`src/rtl/spk_attn_net.sv`:
```
module spk_attn_net #(
  parameter int N_MAP = 9,
  parameter int WW    = 8,
  parameter int MW    = 12,
  parameter int RW    = 4
) (
  input  logic                     clk,
  input  logic                     rst_n,
  input  logic [N_MAP-1:0]         sens_spk,
  input  logic [1:0]               att_spk,
  input  logic                     cfg_we,
  input  logic [$clog2(N_MAP)-1:0] cfg_idx,
  input  logic [WW-1:0]            cfg_cos,
  input  logic [WW-1:0]            cfg_sin,
  input  logic [WW-1:0]            sens_wt,
  input  logic [WW-1:0]            att_wt,
  input  logic [WW-1:0]            inh_wt,
  input  logic [MW-1:0]            thresh,
  input  logic [RW-1:0]            refr,
  input  logic                     en_p2m,
  input  logic                     en_m2p,
  input  logic                     en_inh,
  input  logic                     mode_mutual,
  output logic [N_MAP-1:0]         map_spk,
  output logic [1:0]               ptr_spk,
  output logic                     inh_spk
);
  localparam int IW   = $clog2(N_MAP);
  localparam int XW   = WW + $clog2(N_MAP + 2) + 1;
  localparam int SUMW = ((XW > MW) ? XW : MW) + 1;
  localparam int SW   = 1 + MW + RW;
  localparam logic [MW-1:0] MAXV = {MW{1'b1}};

  logic [WW-1:0] cos_w [N_MAP];
  logic [WW-1:0] sin_w [N_MAP];
  logic [MW-1:0] mmem [N_MAP];
  logic [RW-1:0] mref [N_MAP];
  logic [MW-1:0] pmem [2];
  logic [RW-1:0] pref [2];
  logic [MW-1:0] imem;
  logic [RW-1:0] iref;
  logic [XW-1:0] pexc [2];
  logic [XW-1:0] iexc;
  logic          glob_kill;

  function automatic logic [SW-1:0] nstep(input logic [MW-1:0] m, input logic [RW-1:0] c,
                                          input logic [XW-1:0] x, input logic kill);
    logic [SUMW-1:0] s;
    logic [RW-1:0]   cd;
    cd = (c != '0) ? c - RW'(1) : c;
    if (kill) return {1'b0, {MW{1'b0}}, cd};
    if (c != '0) return {1'b0, m, cd};
    s = SUMW'(m) + SUMW'(x);
    if (s > SUMW'(MAXV)) s = SUMW'(MAXV);
    if (s >= SUMW'(thresh)) return {1'b1, {MW{1'b0}}, refr};
    return {1'b0, s[MW-1:0], c};
  endfunction

  always_ff @(posedge clk) begin
    if (!rst_n) begin
      for (int j = 0; j < N_MAP; j++) begin
        cos_w[j] <= '0;
        sin_w[j] <= '0;
      end
    end else if (cfg_we && cfg_idx < IW'(N_MAP)) begin
      cos_w[cfg_idx] <= cfg_cos;
      sin_w[cfg_idx] <= cfg_sin;
    end
  end

  always_comb begin
    pexc[0] = att_spk[0] ? XW'(att_wt) : '0;
    pexc[1] = att_spk[1] ? XW'(att_wt) : '0;
    iexc    = '0;
    for (int j = 0; j < N_MAP; j++) begin
      if (map_spk[j] && en_m2p) begin
        pexc[0] = pexc[0] + XW'(cos_w[j]);
        pexc[1] = pexc[1] + XW'(sin_w[j]);
      end
      if (map_spk[j] && en_inh && !mode_mutual) iexc = iexc + XW'(inh_wt);
    end
  end

  assign glob_kill = en_inh && !mode_mutual && inh_spk;

  for (genvar j = 0; j < N_MAP; j++) begin : g_map
    logic [XW-1:0] exc;
    logic          kill;
    logic [SW-1:0] nx;
    assign exc = (sens_spk[j] ? XW'(sens_wt) : '0)
               + ((en_p2m && ptr_spk[0]) ? XW'(cos_w[j]) : '0)
               + ((en_p2m && ptr_spk[1]) ? XW'(sin_w[j]) : '0);
    assign kill = glob_kill ||
                  (en_inh && mode_mutual && ((map_spk & ~(N_MAP'(1) << j)) != '0));
    assign nx = nstep(mmem[j], mref[j], exc, kill);
    always_ff @(posedge clk) begin
      if (!rst_n) begin
        mmem[j]    <= '0;
        mref[j]    <= '0;
        map_spk[j] <= 1'b0;
      end else begin
        {map_spk[j], mmem[j], mref[j]} <= nx;
      end
    end

    p_refr_quiet_r4: assert property (@(posedge clk) disable iff (!rst_n)
      (map_spk[j] && $past(refr) != '0) |=> !map_spk[j]);
  end

  for (genvar k = 0; k < 2; k++) begin : g_ptr
    logic [SW-1:0] nx;
    assign nx = nstep(pmem[k], pref[k], pexc[k], 1'b0);
    always_ff @(posedge clk) begin
      if (!rst_n) begin
        pmem[k]    <= '0;
        pref[k]    <= '0;
        ptr_spk[k] <= 1'b0;
      end else begin
        {ptr_spk[k], pmem[k], pref[k]} <= nx;
      end
    end
  end

  logic [SW-1:0] inx;
  assign inx = nstep(imem, iref, iexc, mode_mutual);
  always_ff @(posedge clk) begin
    if (!rst_n) begin
      imem    <= '0;
      iref    <= '0;
      inh_spk <= 1'b0;
    end else begin
      {inh_spk, imem, iref} <= inx;
    end
  end

  p_global_clear_r7: assert property (@(posedge clk) disable iff (!rst_n)
    $past(en_inh && !mode_mutual && inh_spk) |-> (map_spk == '0));

  p_mutual_spare_r8: assert property (@(posedge clk) disable iff (!rst_n)
    ($past(en_inh && mode_mutual) && $onehot($past(map_spk))) |-> ((map_spk & ~$past(map_spk)) == '0));

  p_mutual_inh_idle_r11: assert property (@(posedge clk) disable iff (!rst_n)
    $past(mode_mutual) |-> !inh_spk);

  p_reset_quiet_r1: assert property (@(posedge clk)
    $past(!rst_n) |-> (map_spk == '0 && ptr_spk == '0 && !inh_spk));

endmodule

```
`config.mk`:
```
export PLATFORM = sky130hd
export DESIGN_NAME = spk_attn_net
export DESIGN_NICKNAME = d
export VERILOG_FILES = /design/src/rtl/spk_attn_net.sv
export SDC_FILE = /design/constraint.sdc
export NUM_CORES = 2
export LEC_CHECK = 0
export CAP_MARGIN = 0
export CORE_MARGIN = 2
export CORE_UTILIZATION = 45
export DETAILED_ROUTE_END_ITERATION = 10
export GPL_TIMING_DRIVEN = 1
export SYNTH_ARGS = -nofsm -noshare
export SYNTH_HDL_FRONTEND = slang
export SYNTH_SLANG_ARGS = --single-unit
```
`constraint.sdc`:
```
create_clock -name clk -period 22.8 [get_ports clk]
set_input_delay 4.56 -clock clk [delete_from_list [all_inputs] [get_ports clk]]
set_output_delay 4.56 -clock clk [all_outputs]
set_load 0.005 [all_outputs]
```
==> results.md <==
- Final Hold Viols: 0
- Synthesized area divided by synthesized cell count: between 8 and 9 sq um
- Number of buffers between clock root and the deepest sink: 3
- NumNets Final: 5,317
- Detailed route wirelength on metal3: 7.19 mm
- Routed wire length on met2: between 50 and 60 mm
- Buffers on Ports: roughly 90
- Initial cell density of the core: 45.4%
- Element type at the critical path end: register
- Clk_lat worst skew: ~600 ps
- Relative slew margins: between 20% and 30%
- Cts-stage hold buffer count: 0
- Worst path required time: 23,230 ps
- Cell at the root of the clock tree: sky130_fd_sc_hd__clkbuf_16
- Synth Cell Area: 0.0387 sq mm
- Buffer and inverter count on the worst path: 5
- Global-route usage over all layers: about a quarter
- First drt pass iteration count: 6
- Maximum net fanout on the critical path: 11
- Setup repair after global routing missed its margin: false
- Nets in the synthesized netlist: between 5,000 and 6,000
- CP max stage delay: 560 ps
- Kind of path behind the tightest hold check: register to register
- # fillers: approximately 8,300
- Proportion of layout cells with a drive suffix above 1: about 4.9%
- Maximum number of pins on one net before global-route repair: 76
- Setup total negative slack: 0 ps
- Yosys warning total: 0
- Final instance area: between 0.04 and 0.05 sq mm
- Die X-Extent: 297 microns
- Die Outline Area: 0.0883 sq mm
- Share of synthesized flip-flops with an asynchronous set or reset: 0%
- Worst reg2reg startpoint: map_spk[0]$_SDFF_PP0_
- Number of vias after detailed routing: ~33,000
- Worst path top cell family by delay: compound AO/OA/AOI/OAI gates
- Number of top-level design ports: 90
- Total net switching power: 1.23 mW
- CP Launch Type: input port
- Max-slew violation total from the final report: 0
- Routed len/inst: roughly 20 microns
- P&R area growth vs syn: 9.49%
- Placed inst area: 0.0408 sq mm
- Number of setup violations in the final report: 0
- Destination of the worst register-to-register timing path: pref[5]$_SDFFE_PN0P_
- Met1 Wirelength: 55.7 mm
- Post-layout min period: slightly below 20,000 ps
- Residual DRC count: 0
- Most common library cell in the layout ignoring fill and taps: sky130_fd_sc_hd__ha_1
- Number of DRC violations after detailed-routing iteration 0: between 2,000 and 2,500
- Number of nets still failing antenna checks after routing: 0
- Number of global-route vias before repair: a little over 30,000
- Placer congestion estimate: 0.898
- Final setup skew: around 20 ps
- First-pass GRT wire length: between 150 and 200 mm
- P_leak: 20.2 nW
- Unique cell type count in the Yosys netlist: 84
- Std-Cell Core Area: between 0.08 and 0.09 sq mm
- Post-synthesis sequential area ratio: 21.7%
- Post-synthesis sequential element count: roughly 350
- Proportion of power drawn by flip-flops and latches: between 20% and 30%
- Half-perimeter wire length after placement: roughly 91 mm
- Share of total power in combinational logic: 46.3%
- Most frequently used flop master after synthesis: sky130_fd_sc_hd__dfxtp_1
- Instance count along the most critical hold path: 2
- CP most frequent cell: sky130_fd_sc_hd__ha_1
- CTS tree: yes
- Final worst-path cycle share: 86.7%
- CP max stage cell: sky130_fd_sc_hd__nor2b_1
- Switch share: around two fifths
- Commonest cells after routing, fill and taps aside: 491 x sky130_fd_sc_hd__ha_1, 347 x sky130_fd_sc_hd__nor2_1, 329 x sky130_fd_sc_hd__nand2_1, 328 x sky130_fd_sc_hd__a21oi_1, 252 x sky130_fd_sc_hd__and2_1
- Fmax achieved: 50.6 MHz
- Worst-margin pin slew: about 1100 ps
- Flop2flop setup slack: just under 7000 ps
- Run status: completed
- Number of instances resized during post-cts repair: 0
- Clk sink count: between 300 and 400
- Count of mapped cells out of synthesis: around 4,500
- Number of enable-type register cells in the synthesized netlist: ~140
- Initial antenna violation count: 4
- GRT Residual Overflow: 0
- Floorplan die height: 297 microns
- # Max-Cap Violations: 0
- Cts bufs inserted: 46
- Reg2Reg Depth: between 70 and 80
- Clock H-tree levels: 2
- Arrival @ worst endpoint: approximately 20,000 ps
- Clock network fraction of total power: 25.0%
- Row count: between 100 and 150
- Total wire length after detailed routing: approximately 120 mm
- Internal Dissipation: 1.82 mW
- Antenna Cells: 0
- Count of non-filler cells in the finished layout: about 5,800
- Top Metal Used: met4
- Crit Path Class: input port to register
- Postcts setup bufs: 0
- Maximum VDD drop: 0.0454 mV
- Routed vias/inst: roughly 5.8
- Number of placed cells counting well taps: ~5,700
- Total power density per cell area: roughly 72 mW/mm^2
- Clock transition at the registers of the reported paths: 60 ps
-- per-layer routing --
metal,global-route usage [%],vias to the layer above
met5,0,-
met4,5.30,0
met3,3.25,130
met2,41.1,801
met1,37.9,15800
li1,-,16400
-- power groups by stage --
stage | clock, mW | sequential, mW | combinational (mW)
global route | 0.796 | 0.895 | 1.62
detailed placement | 0 | 0.886 | 1.40
CTS | 0.775 | 0.875 | 1.41
floorplan | 0 | 0.845 | 1.11
finish | 0.765 | 0.877 | 1.42
global placement | 0 | 0.887 | 1.38
-- cells by family after synthesis --
family	after synthesis	share of synthesized area [%]
buf+inv	400	3.93
fa+ha+maj	668	24.9
compound gates	1254	21.1
mux	81	2.28
xor+xnor	222	5.21
simple gates	1566	20.9
flops	348	21.7
-- worst min-delay path: stages, from the launching register on --
cell                      delay, ps
sky130_fd_sc_hd__dfxtp_1        310
sky130_fd_sc_hd__nand2_1         50
sky130_fd_sc_hd__o21ai_1         50
-- through the flow --
stage	utilization [%]	worst slack, ps	power, mW	hold WS [ps]
2_1_floorplan	-	5450	1.95	432
4_1_cts	49.7	3040	3.06	458
3_3_place_gp	47.9	2600	2.27	442
5_1_grt	49.7	1530	3.31	476
6_report	49.7	3030	3.06	452
3_5_place_dp	47.9	2430	2.29	450
-- cell usage after synthesis (all sizes together) (13+ instances only) --
cell type,number,area (sq um)
inv,250,938
mux2,58,653
a22o,39,342
nor2b,90,563
o31ai,24,180
nor2,347,1300
a21boi,21,158
nor4,14,87.6
a21o,157,1180
nand3,59,295
fa,172,3440
a31oi,18,113
o21ai,259,1300
ha,491,6140
o31a,32,280
buf,13,65.1
dfxtp,204,4080
and3,173,1080
clkbuf,137,515
o211ai,16,125
o21a,98,736
nor3,73,365
mux2i,23,230
xor2,69,604
a21oi,328,1640
nand2b,92,576
a22oi,76,571
edfxtp,144,4320
or3,42,283
nand4,21,131
and2,255,1600
a211oi,62,465
or2,15,93.8
xnor2,151,1360
nor3b,32,240
o21bai,39,293
nand2,329,1230
-- worst max-delay path by stage --
stage / to / cells after the start / from
floorplan: pref[5]$_SDFFE_PN0P_ / 77 / att_spk[0]
global placement: pref[5]$_SDFFE_PN0P_ / 77 / att_spk[0]
detailed placement: pref[5]$_SDFFE_PN0P_ / 77 / att_spk[0]
CTS: pref[5]$_SDFFE_PN0P_ / 77 / att_spk[0]
global route: pref[5]$_SDFFE_PN0P_ / 77 / att_spk[0]
finish: pref[5]$_SDFFE_PN0P_ / 77 / att_spk[0]
-- area by class of cell --
cell class / count / area, sq um / area share (%)
inverters: 250 / 938 / 2.22
flip-flops and latches: 348 / 8410 / 19.9
clock inverters: 26 / 275 / 0.650
multi-input cells: 3791 / 28800 / 67.9
repair buffers: 139 / 1260 / 2.97
clock buffers: 59 / 1270 / 3.00
well taps: 1144 / 1430 / 3.38
Note: power is estimated with default switching activity, not from simulation.
